File: src/rtl/sws_pkg.sv
// Shared helpers for the serial word source.
// Assumes word widths of 64 bits or fewer.
package sws_pkg;

    // Table content formula: ((i*157+59) ^ (i << w/2)) mod 2^w
    function automatic logic [63:0] table_word(input int unsigned idx, input int unsigned w);
        logic [63:0] v;
        v = 64'(idx) * 64'd157 + 64'd59;
        v = v ^ (64'(idx) << (w / 2));
        if (w < 64) v = v & ((64'd1 << w) - 64'd1);
        return v;
    endfunction

endpackage

File: src/rtl/sws_table.sv
// Read-only word table, filled by formula at elaboration.
// Assumes an asynchronous read; the consumer registers the data.
module sws_table #(
    parameter int WORD_W = 8,
    parameter int ADDR_W = 5
) (
    input  logic [ADDR_W-1:0] rd_addr,
    output logic [WORD_W-1:0] rd_data
);
    import sws_pkg::*;

    localparam int DEPTH = 1 << ADDR_W;

    logic [WORD_W-1:0] words [DEPTH];

    // One constant entry per address
    for (genvar g = 0; g < DEPTH; g++) begin : g_word
        assign words[g] = WORD_W'(table_word(g, WORD_W));
    end

    // Combinational read port
    assign rd_data = words[rd_addr];
endmodule

File: src/rtl/sws_bit_ctr.sv
// Bit position counter. It marks the boundary (load) clock and the first-bit clock.
// Reset parks it on the last position, so the first active edge loads a word.
module sws_bit_ctr #(
    parameter int WORD_W = 8
) (
    input  logic clk,
    input  logic rst_n,
    output logic load,
    output logic first
);
    localparam int BW = (WORD_W > 1) ? $clog2(WORD_W) : 1;
    localparam logic [BW-1:0] LAST = BW'(WORD_W - 1);

    logic [BW-1:0] pos_q;

    // Advance the position, wrapping from LAST back to 0
    always_ff @(posedge clk) begin
        if (!rst_n)            pos_q <= LAST;
        else if (pos_q == LAST) pos_q <= '0;
        else                    pos_q <= pos_q + BW'(1);
    end

    assign load  = (pos_q == LAST);
    assign first = (pos_q == '0);


    pos_wrap_chk: assert property (@(posedge clk) disable iff (!rst_n)
        load |=> first);

    pos_step_chk: assert property (@(posedge clk) disable iff (!rst_n)
        !load |=> (pos_q == $past(pos_q) + BW'(1)));
endmodule

File: src/rtl/sws_addr_seq.sv
// Table address sequencer. It picks the fetch address for each boundary and
// remembers a jump until the boundary arrives. Assumes `load` marks the boundary.
module sws_addr_seq #(
    parameter int ADDR_W = 5
) (
    input  logic              clk,
    input  logic              rst_n,
    input  logic              load,
    input  logic              jump_req,
    input  logic [ADDR_W-1:0] jump_addr,
    output logic [ADDR_W-1:0] fetch_addr,
    output logic [ADDR_W-1:0] cur_addr
);
    logic [ADDR_W-1:0] next_q, tgt_q, cur_q;
    logic              pend_q, started_q;

    // Fetch source priority: live request, then pending request, then sequential
    always_comb begin
        if (jump_req)    fetch_addr = jump_addr;
        else if (pend_q) fetch_addr = tgt_q;
        else             fetch_addr = next_q;
    end

    // Pointer update on each boundary
    always_ff @(posedge clk) begin
        if (!rst_n) begin
            cur_q  <= '0;
            next_q <= '0;
        end else if (load) begin
            cur_q  <= fetch_addr;
            next_q <= fetch_addr + ADDR_W'(1);
        end
    end

    // Remember the latest jump seen between boundaries
    always_ff @(posedge clk) begin
        if (!rst_n) begin
            pend_q <= 1'b0;
            tgt_q  <= '0;
        end else if (load) begin
            pend_q <= 1'b0;
        end else if (jump_req) begin
            pend_q <= 1'b1;
            tgt_q  <= jump_addr;
        end
    end

    // Marks that at least one word has been fetched since reset
    always_ff @(posedge clk) begin
        if (!rst_n)    started_q <= 1'b0;
        else if (load) started_q <= 1'b1;
    end

    assign cur_addr = cur_q;


    seq_step_chk: assert property (@(posedge clk) disable iff (!rst_n)
        (load && started_q && !jump_req && !pend_q) |=> (cur_q == $past(cur_q) + ADDR_W'(1)));

    jump_now_chk: assert property (@(posedge clk) disable iff (!rst_n)
        (load && jump_req) |=> (cur_q == $past(jump_addr)));

    addr_hold_chk: assert property (@(posedge clk) disable iff (!rst_n)
        !load |=> $stable(cur_q));
endmodule

File: src/rtl/sws_piso.sv
// Parallel-in serial-out shift register, LSB first.
// Loads on the boundary clock and shifts right on every other clock.
module sws_piso #(
    parameter int WORD_W = 8
) (
    input  logic              clk,
    input  logic              rst_n,
    input  logic              load,
    input  logic [WORD_W-1:0] din,
    output logic              dout
);
    logic [WORD_W-1:0] sr_q;

    // Load a fresh word or shift toward bit 0
    always_ff @(posedge clk) begin
        if (!rst_n)    sr_q <= '0;
        else if (load) sr_q <= din;
        else           sr_q <= sr_q >> 1;
    end

    assign dout = sr_q[0];


    load_lsb_chk: assert property (@(posedge clk) disable iff (!rst_n)
        load |=> (dout == $past(din[0])));
endmodule

File: src/rtl/serial_word_source.sv
// Serial word sequencer top. Serialises table words back to back,
// LSB first, with a frame strobe on bit 0 and a jump at word boundaries.
// Assumes WORD_W >= 2 and WORD_W <= 64.
module serial_word_source #(
    parameter int WORD_W = 8,
    parameter int ADDR_W = 5
) (
    input  logic              clk,
    input  logic              rst_n,
    input  logic              jump_req,
    input  logic [ADDR_W-1:0] jump_addr,
    output logic              ser_bit,
    output logic              frame,
    output logic [ADDR_W-1:0] cur_addr
);
    logic              load, first;
    logic [ADDR_W-1:0] fetch_addr;
    logic [WORD_W-1:0] word;

    sws_bit_ctr #(.WORD_W(WORD_W)) u_ctr (
        .clk(clk), .rst_n(rst_n), .load(load), .first(first)
    );

    sws_addr_seq #(.ADDR_W(ADDR_W)) u_addr (
        .clk(clk), .rst_n(rst_n), .load(load), .jump_req(jump_req),
        .jump_addr(jump_addr), .fetch_addr(fetch_addr), .cur_addr(cur_addr)
    );

    sws_table #(.WORD_W(WORD_W), .ADDR_W(ADDR_W)) u_table (
        .rd_addr(fetch_addr), .rd_data(word)
    );

    sws_piso #(.WORD_W(WORD_W)) u_piso (
        .clk(clk), .rst_n(rst_n), .load(load), .din(word), .dout(ser_bit)
    );

    assign frame = first;


    reset_state_chk: assert property (@(posedge clk)
        !rst_n |=> (cur_addr == '0 && !frame && !ser_bit));

    frame_single_chk: assert property (@(posedge clk) disable iff (!rst_n)
        frame |=> !frame);

    frame_after_load_chk: assert property (@(posedge clk) disable iff (!rst_n)
        load |=> frame);
endmodule

File: config.mk
export PLATFORM = sky130hd
export DESIGN_NAME = serial_word_source
export DESIGN_NICKNAME = d
export VERILOG_FILES = /design/src/rtl/sws_pkg.sv /design/src/rtl/sws_table.sv /design/src/rtl/sws_bit_ctr.sv /design/src/rtl/sws_addr_seq.sv /design/src/rtl/sws_piso.sv /design/src/rtl/serial_word_source.sv
export SDC_FILE = /design/constraint.sdc
export NUM_CORES = 1
export LEC_CHECK = 0
export BUFFER_PORTS_ARGS = -buffer_cell sky130_fd_sc_hd__buf_2
export CORE_MARGIN = 10
export CORE_UTILIZATION = 45
export DETAILED_ROUTE_END_ITERATION = 6
export PLACE_DENSITY = 0.66
export SLEW_MARGIN = 10
export SYNTH_ARGS = -nofsm -noshare
export SYNTH_HDL_FRONTEND = slang
export SYNTH_SLANG_ARGS = --single-unit
File: constraint.sdc
create_clock -name clk -period 2.2 [get_ports clk]
set_input_delay 0.44 -clock clk [delete_from_list [all_inputs] [get_ports clk]]
set_output_delay 0.44 -clock clk [all_outputs]
set_load 0.005 [all_outputs]
==> impl_metrics.env, run 1 <==
export IMPL_synth_ff_type="dfxtp_1"
export IMPL_postCtsSetupBuffers=0
export IMPL_drv_slew=0
export IMPL_stdcell_area_mm2=0.00184
export IMPL_cts_hold_buf=0
export IMPL_hold_path_endpoint="u_addr.tgt_q[4]$_SDFFE_PN0P_"
export IMPL_postCtsResizedCells=0
export IMPL_fin_ws_ns=0.179
export IMPL_overflow=0
export IMPL_synth_xor_area_share_pct=3.68
export IMPL_cts_tree="done"
export IMPL_avgSynthCellArea_um2=9.40
export IMPL_worstPathMaxFanout=7
export IMPL_clock_sinks=27
export IMPL_r2r_slack_ns=0.18
export IMPL_met2_usage_pct=19.8
export IMPL_synthSimpleGateAreaFrac_pct=13.8
export IMPL_grt_util_met3_pct=3.20
export IMPL_critical_path_class="flip-flop to flip-flop"
export IMPL_grt_util_met1_pct=14.5
export IMPL_rows=22
export IMPL_wl_per_cell_um=15.5
export IMPL_die_h_um=80.8
export IMPL_hold_start="jump_addr[4]"
export IMPL_io_buffers=14
export IMPL_arrival_ns=2.18
export IMPL_grt_start_max_net_pins=18
export IMPL_finalPower_mw=1.52
export IMPL_htreeDepth=1
export IMPL_netlist_instances=177
export IMPL_n_antenna_cell=0
export IMPL_required_ns=2.36
export IMPL_synth_edf_count=0
export IMPL_clockBufferDepth=2
export IMPL_vias_per_cell=5.60
export IMPL_layout_common_cells="26 x dfxtp_1, 18 x mux2i_1, 14 x nor2b_1, 14 x buf_2, 13 x buf_4"
export IMPL_setup_viol=0
export IMPL_holdPathStages=3
export IMPL_finalSetupTns_ns=0
export IMPL_worstReg2RegStart="u_addr.pend_q$_SDFFE_PP0P_"
export IMPL_final_common_cell="dfxtp_1"
export IMPL_nNetsFinal=215
export IMPL_grt_pass1_wl_um=6370
export IMPL_vias=1361
export IMPL_io_pins=15
export IMPL_peakVddDrop_mv=0.555
export IMPL_synth_top_family_by_area="compound AO/OA/AOI/OAI gates"
export IMPL_seq_area_frac_synth_pct=32.5
export IMPL_wirelength_um=3770
export IMPL_die_w_um=80.8
export IMPL_postSynthNetCount=196
export IMPL_grt_usage_pct=12.0
export IMPL_grt_setup_unrepaired="no"
export IMPL_die_area_mm2=0.00653
export IMPL_antenna_found_initial=0
export IMPL_hold_viol=0
export IMPL_worst_pin_slew_ns=0.572
export IMPL_root_buffer="clkbuf_8"
export IMPL_async_flop_share_pct=0
export IMPL_reg2reg_to="u_piso.sr_q[4]$_SDFF_PN0_"
export IMPL_cp_end_kind="flip-flop"
export IMPL_min_path_type="input port to flip-flop"
export IMPL_clkLatencyLatePin_ns=0.27
export IMPL_slew_headroom_pct=61.9
export IMPL_yosysWarningCount=0
export IMPL_synth_fa_ha_area_share_pct=8.27
export IMPL_grt_pass1_vias=1417
export IMPL_seqCellArea_um2=542
export IMPL_post_dp_cell_area_mm2=0.00180
export IMPL_clk_pin_slew_ns=0.09
export IMPL_power_density_mw_per_mm2=823
export IMPL_r2r_cells=7
export IMPL_fillers=348
export IMPL_period_needed_ns=2.02
export IMPL_area_growth_pct=10.8
export IMPL_status="complete, no violations"
export IMPL_whs_ns=0.440
export IMPL_drive_gt1_share_pct=21.0
export IMPL_dpl_hpwl_um=2860
export IMPL_fin_crit_sh_pct=91.9
export IMPL_synthMuxAreaShare_pct=14.4
export IMPL_multi_input_area_mm2=0.00100
export IMPL_ys_seq_elements=27
export IMPL_busiest_layer="met2"
export IMPL_detailedPlace_worstSlack_ns=0.109
export IMPL_critPathLaunchType="flip-flop"
export IMPL_drcViolationCount=0
export IMPL_synth_compound_area_share_pct=20.2
export IMPL_initial_core_util_pct=46.1
export IMPL_skew_ns=0.00596
export IMPL_place_congestion=0.887
export IMPL_numCtsBuffers=3
export IMPL_drtPass1Iterations=4
export IMPL_p_leak_nw=0.748
export IMPL_netlist_area_mm2=0.00166
export IMPL_synthDistinctLibCells=41
export IMPL_drtAntennaViolNets=0
export IMPL_core_mm2=0.00361
export IMPL_fmax_mhz=495
export IMPL_first_iter_violations=60
export IMPL_maxCapViolCount=0
==> layout make-up <==
type | instances | share of cell area, %
Inverter | 7 | 1.42
Sequential cell | 27 | 29.4
Multi-Input combinational cell | 130 | 54.4
Clock buffer | 4 | 2.44
Tap cell | 48 | 3.26
Timing Repair Buffer | 27 | 9.09
==> worst max path at each step <==
| stage | from | to | slack, ns | cells after the start |
|---|---|---|---|---|
| 5_1_grt | u_addr.pend_q$_SDFFE_PP0P_ | u_piso.sr_q[4]$_SDFF_PN0_ | 0.06 | 7 |
| 2_1_floorplan | jump_req | u_piso.sr_q[4]$_SDFF_PN0_ | 0.03 | 10 |
| 3_3_place_gp | u_addr.pend_q$_SDFFE_PP0P_ | u_piso.sr_q[4]$_SDFF_PN0_ | 0.18 | 7 |
| 3_5_place_dp | u_addr.pend_q$_SDFFE_PP0P_ | u_piso.sr_q[4]$_SDFF_PN0_ | 0.11 | 7 |
| 4_1_cts | u_addr.pend_q$_SDFFE_PP0P_ | u_piso.sr_q[4]$_SDFF_PN0_ | 0.09 | 7 |
| 6_report | u_addr.pend_q$_SDFFE_PP0P_ | u_piso.sr_q[4]$_SDFF_PN0_ | 0.18 | 7 |
==> flip-flops by register name, indices dropped and copies added, names as in the netlist <==
name             cells
u_ctr.pos_q          3
u_addr.tgt_q         5
u_addr.cur_addr      5
u_addr.pend_q        1
u_piso.sr_q          8
u_addr.next_q        5
==> critical path, stage by stage (launching register included) <==
cell	delay, ns
dfxtp_2	0.41
mux2_2	0.37
mux2i_4	0.17
ha_1	0.34
o211ai_1	0.18
o21ai_0	0.14
a32oi_1	0.20
o211ai_1	0.10
==> through the flow <==
stage,cells,util [%]
after floorplan,177,-
after global placement,239,49.9
after detailed placement,239,49.9
after CTS,243,51.1
after global routing,243,51.1
final,243,51.1
==> where the power goes <==
group | total, mW | internal [mW] | switching, mW
Sequential | 0.629 | 0.579 | 0.0501
Combinational | 0.614 | 0.278 | 0.337
Clock | 0.274 | 0.130 | 0.144
==> kinds of logic after synthesis <==
logic type / Yosys count
muxes: 22
adders and majority gates: 11
DFF: 27
xor gates and xnor gates: 7
and+or+nand+nor: 43
buffers and inverters: 20
AOI/OAI and AO/OA: 47
==> synth_stat cells, types with 4 or more instances <==
| master | number | share of area [%] |
|---|---|---|
| nor2b_1 | 14 | 5.3 |
| nand2_1 | 12 | 2.7 |
| inv_1 | 6 | 1.4 |
| o21ai_0 | 10 | 3.0 |
| nand3_1 | 5 | 1.5 |
| ha_1 | 11 | 8.3 |
| mux2i_1 | 18 | 11 |
| a21oi_1 | 6 | 1.8 |
| o211ai_1 | 7 | 3.2 |
| xnor2_1 | 7 | 3.7 |
| buf_6 | 5 | 3.4 |
| dfxtp_1 | 27 | 32 |
| clkbuf_1 | 4 | 0.90 |
| o21a_1 | 4 | 1.8 |
==> routing by layer <==
layer | vias up | part of all wire, %
li1 | 662 | -
met1 | 646 | 44
met2 | 43 | 49
met3 | 10 | 5.1
met4 | 0 | 1.9
met5 | - | 0
No activity file was read; power rests on OpenSTA's default activity.
==> run 2: changes to the inputs <==
--- a/config.mk
+++ b/config.mk
@@ -6,7 +6,7 @@
 export NUM_CORES = 1
 export LEC_CHECK = 0
 export BUFFER_PORTS_ARGS = -buffer_cell sky130_fd_sc_hd__buf_2
-export CORE_MARGIN = 10
+export CORE_MARGIN = 8
 export CORE_UTILIZATION = 45
 export DETAILED_ROUTE_END_ITERATION = 6
 export PLACE_DENSITY = 0.66
==> constraint.sdc (replaced) <==
create_clock -name clk -period 2.2 [get_ports clk]
set_input_delay 0.33 -clock clk [delete_from_list [all_inputs] [get_ports clk]]
set_output_delay 0.33 -clock clk [all_outputs]
set_load 0.005 [all_outputs]
==> impl_metrics.env, run 2 (synthesis results as in run 1) <==
export IMPL_stdcell_area_mm2=0.00182
export IMPL_drtAntennaViolNets=0
export IMPL_first_iter_violations=83
export IMPL_cts_hold_buf=0
export IMPL_nNetsFinal=212
export IMPL_maxCapViolCount=0
export IMPL_antenna_found_initial=0
export IMPL_numCtsBuffers=3
export IMPL_p_leak_nw=0.732
export IMPL_vias_per_cell=5.52
export IMPL_place_congestion=0.894
export IMPL_layout_common_cells="26 x dfxtp_1, 18 x mux2i_1, 14 x nor2b_1, 14 x buf_2, 12 x nand2_1"
export IMPL_grt_usage_pct=12.8
export IMPL_drv_slew=0
export IMPL_overflow=0
export IMPL_drive_gt1_share_pct=20.3
export IMPL_cts_tree="done"
export IMPL_fin_util_pct=50.6
export IMPL_period_needed_ns=2.02
export IMPL_n_antenna_cell=0
export IMPL_wirelength_um=3580
export IMPL_wl_per_cell_um=14.9
export IMPL_io_buffers=14
export IMPL_post_dp_cell_area_mm2=0.00178
export IMPL_die_h_um=76.8
export IMPL_postCtsSetupBuffers=0
export IMPL_cp_end_kind="flip-flop"
export IMPL_power_density_mw_per_mm2=828
export IMPL_status="complete, no violations"
export IMPL_initial_core_util_pct=46.1
export IMPL_area_growth_pct=9.62
export IMPL_postCtsResizedCells=0
export IMPL_io_pins=15
export IMPL_skew_ns=0.00190
export IMPL_peakVddDrop_mv=0.489
export IMPL_required_ns=2.36
export IMPL_grt_pass1_vias=1367
export IMPL_finalSetupTns_ns=0
export IMPL_drcViolationCount=0
export IMPL_die_area_mm2=0.00590
export IMPL_die_w_um=76.8
export IMPL_rows=22
export IMPL_hold_viol=0
export IMPL_arrival_ns=2.18
export IMPL_grt_setup_unrepaired="no"
export IMPL_critPathLaunchType="flip-flop"
export IMPL_clkLatencyLatePin_ns=0.27
export IMPL_worstPathMaxFanout=7
export IMPL_slew_headroom_pct=56.7
export IMPL_htreeDepth=1
export IMPL_grt_pass1_wl_um=6350
export IMPL_vias=1325
export IMPL_min_path_type="input port to flip-flop"
export IMPL_final_common_cell="dfxtp_1"
export IMPL_clock_sinks=27
export IMPL_root_buffer="clkbuf_8"
export IMPL_fin_crit_sh_pct=91.9
export IMPL_clk_pin_slew_ns=0.09
export IMPL_whs_ns=0.326
export IMPL_clockBufferDepth=2
export IMPL_setup_viol=0
export IMPL_dpl_hpwl_um=2620
export IMPL_worst_pin_slew_ns=0.650
export IMPL_grt_start_max_net_pins=25
export IMPL_largest_reg_flops=8
export IMPL_drtPass1Iterations=4
export IMPL_fmax_mhz=494
export IMPL_critical_path_class="flip-flop to flip-flop"
export IMPL_top_register="u_piso.sr_q"
export IMPL_core_mm2=0.00361
-- run 2: changes by cell type in the layout (fill, tap and decap cells not counted) --
cell / before / now
ha_1: 11 / 10
buf_4: 13 / 10
ha_2: 0 / 1
-- run 2: worst paths after layout --
kind	from	to	slack (ns)	cells after the start
min reg2reg	u_piso.sr_q[3]$_SDFF_PN0_	u_piso.sr_q[2]$_SDFF_PN0_	0.46	2
max	u_addr.pend_q$_SDFFE_PP0P_	u_piso.sr_q[4]$_SDFF_PN0_	0.18	7
min	jump_addr[4]	u_addr.tgt_q[4]$_SDFFE_PN0P_	0.33	3
max reg2reg	u_addr.pend_q$_SDFFE_PP0P_	u_piso.sr_q[4]$_SDFF_PN0_	0.18	7
-- run 2: layer usage --
metal / part of all wire, % / up-vias / global-route usage, %
li1: - / 661 / -
met1: 47 / 625 / 15.8
met2: 46 / 33 / 20.8
met3: 4.9 / 6 / 3.26
met4: 1.2 / 0 / 4.62
met5: 0 / - / 0
-- run 2: area by class of cell --
class	count	area, um^2
multi-input combinational	130	1010
clock buffer	4	45.0
timing repair buffer	24	145
tap	48	60.1
fill	357	1780
sequential	27	542
inverter	7	26.3
-- run 2: where the power goes --
group          switching [mW]  internal, mW  leakage, nW
sequential             0.0471         0.579        0.223
combinational           0.332         0.272        0.487
clock                   0.151         0.130       0.0228
-- run 2: metrics by stage --
step	power, mW	cells	setup slack, ns
3_5_place_dp	1.24	236	0.133
2_1_floorplan	1.09	177	0.0314
4_1_cts	1.53	240	0.122
5_1_grt	1.63	240	0.0154
6_report	1.51	240	0.177
3_3_place_gp	1.22	236	0.228
-- run 2: worst max-delay path, stage by stage (launching register included) --
cell and delay [ns]:
dfxtp_2 0.38, mux2_2 0.36, mux2i_4 0.18, ha_2 0.35, o211ai_1 0.16, o21ai_0 0.14
a32oi_1 0.23, o211ai_1 0.11
==> run 3: changes to the inputs <==
--- a/config.mk
+++ b/config.mk
@@ -6,10 +6,12 @@
 export NUM_CORES = 1
 export LEC_CHECK = 0
 export BUFFER_PORTS_ARGS = -buffer_cell sky130_fd_sc_hd__buf_2
+export CELL_PAD_IN_SITES_DETAIL_PLACEMENT = 0
+export CELL_PAD_IN_SITES_GLOBAL_PLACEMENT = 2
 export CORE_MARGIN = 8
-export CORE_UTILIZATION = 45
+export CORE_UTILIZATION = 33
 export DETAILED_ROUTE_END_ITERATION = 6
-export PLACE_DENSITY = 0.66
+export PLACE_DENSITY_LB_ADDON = 0.1
 export SLEW_MARGIN = 10
 export SYNTH_ARGS = -nofsm -noshare
 export SYNTH_HDL_FRONTEND = slang
==> impl_metrics.env, run 3 (synthesis results as in run 1) <==
export IMPL_worstPathMaxFanout=8
export IMPL_drcViolationCount=0
export IMPL_grt_start_max_net_pins=25
export IMPL_stdcell_area_mm2=0.00190
export IMPL_peakVddDrop_mv=0.277
export IMPL_wl_met3_um=168
export IMPL_wl_met2_um=1900
export IMPL_status="complete, no violations"
export IMPL_arrival_ns=2.20
export IMPL_skew_ns=0.00325
export IMPL_n_antenna_cell=0
export IMPL_postCtsSetupBuffers=0
export IMPL_power_density_mw_per_mm2=814
export IMPL_fin_util_pct=38.1
export IMPL_io_pins=15
export IMPL_grt_pass1_wl_um=6990
export IMPL_critPathLaunchType="flip-flop"
export IMPL_overflow=0
export IMPL_grt_setup_unrepaired="no"
export IMPL_grt_pass1_vias=1408
export IMPL_first_iter_violations=49
export IMPL_largest_reg_flops=8
export IMPL_top_layer_used="met4"
export IMPL_maxCapViolCount=0
export IMPL_post_dp_cell_area_mm2=0.00185
export IMPL_setup_viol=0
export IMPL_min_path_type="input port to flip-flop"
export IMPL_switching_power_uw=553
export IMPL_worst_pin_slew_ns=0.552
export IMPL_wl_per_cell_um=15.0
export IMPL_fin_ws_ns=0.167
export IMPL_place_congestion=0.828
export IMPL_postCtsResizedCells=0
export IMPL_numCtsBuffers=3
export IMPL_top_register="u_piso.sr_q"
export IMPL_p_clk_share_pct=19.0
export IMPL_fmax_mhz=492
export IMPL_vias_per_cell=5.02
export IMPL_root_buffer="clkbuf_8"
export IMPL_clk_pin_slew_ns=0.10
export IMPL_htreeDepth=1
export IMPL_finalSetupTns_ns=0
export IMPL_clkLatencyLatePin_ns=0.27
export IMPL_clock_sinks=27
export IMPL_required_ns=2.37
export IMPL_nNetsFinal=218
export IMPL_p_comb_share_pct=40.4
export IMPL_swShare_pct=35.8
export IMPL_seqPwrFrac_pct=40.5
export IMPL_layout_common_cells="27 x dfxtp_1, 18 x mux2i_1, 16 x buf_4"
export IMPL_dpl_hpwl_um=3070
export IMPL_area_growth_pct=14.0
export IMPL_core_mm2=0.00498
export IMPL_vias=1345
export IMPL_period_needed_ns=2.03
export IMPL_detailedPlace_worstSlack_ns=0.195
export IMPL_antenna_found_initial=0
export IMPL_p_leak_nw=0.761
export IMPL_drtAntennaViolNets=0
export IMPL_drive_gt1_share_pct=22.2
export IMPL_cts_hold_buf=0
export IMPL_critical_path_class="flip-flop to flip-flop"
export IMPL_cp_end_kind="flip-flop"
export IMPL_hold_viol=0
export IMPL_internal_power_uw=991
export IMPL_fin_crit_sh_pct=92.4
export IMPL_io_buffers=14
export IMPL_drtPass1Iterations=4
export IMPL_initial_core_util_pct=33.4
export IMPL_clockBufferDepth=2
export IMPL_wl_met1_um=1900
export IMPL_rows=26
export IMPL_die_w_um=87.0
export IMPL_slew_headroom_pct=63.2
export IMPL_cts_tree="done"
export IMPL_die_area_mm2=0.00757
export IMPL_wirelength_um=4030
export IMPL_final_common_cell="dfxtp_1"
export IMPL_drv_slew=0
export IMPL_die_h_um=87.0
export IMPL_grt_usage_pct=11.8
==> run 3: critical path: stages, from the launching register on <==
cell	delay, ns
dfxtp_1	0.41
mux2_2	0.37
mux2i_4	0.17
ha_1	0.35
o211ai_1	0.18
o21ai_0	0.13
a32oi_1	0.21
o211ai_1	0.10
==> run 3: final timing paths <==
| path | from | to | slack [ns] | cells after the start |
|---|---|---|---|---|
| max reg2reg | u_addr.pend_q$_SDFFE_PP0P_ | u_piso.sr_q[4]$_SDFF_PN0_ | 0.17 | 7 |
| min | jump_addr[4] | u_addr.tgt_q[4]$_SDFFE_PN0P_ | 0.32 | 3 |
| min reg2reg | u_piso.sr_q[3]$_SDFF_PN0_ | u_piso.sr_q[2]$_SDFF_PN0_ | 0.46 | 2 |
| max | u_addr.pend_q$_SDFFE_PP0P_ | u_piso.sr_q[4]$_SDFF_PN0_ | 0.17 | 7 |
==> run 3: power groups by stage <==
| stage | Combinational (mW) | Sequential, mW | Clock (mW) |
|---|---|---|---|
| floorplan | 0.463 | 0.624 | 0 |
| global placement | 0.628 | 0.636 | 0 |
| detailed placement | 0.631 | 0.638 | 0 |
| CTS | 0.634 | 0.627 | 0.313 |
| global route | 0.702 | 0.636 | 0.334 |
| finish | 0.625 | 0.626 | 0.294 |
==> run 3: metrics by stage <==
step,total power [mW],hold slack (ns),cells
detailed placement,1.27,0.442,264
CTS,1.57,0.314,268
global route,1.67,0.358,268
finish,1.54,0.324,268
global placement,1.26,0.440,264
floorplan,1.09,0.403,177
==> run 3: metal layers <==
layer / GRT usage [%] / vias up
met4: 4.54 / 0
met1: 14.7 / 644
met2: 19.4 / 24
li1: - / 673
met3: 2.26 / 4
met5: 0 / -
==> run 3: final cells by class <==
type / instances / area (um^2)
Clock inverter: 1 / 7.51
Fill cell: 527 / 3080
Sequential cell: 27 / 541
Timing Repair Buffer: 30 / 190
Tap cell: 70 / 87.6
Clock buffer: 3 / 41.3
Multi-Input combinational cell: 130 / 1000
Inverter: 7 / 26.3
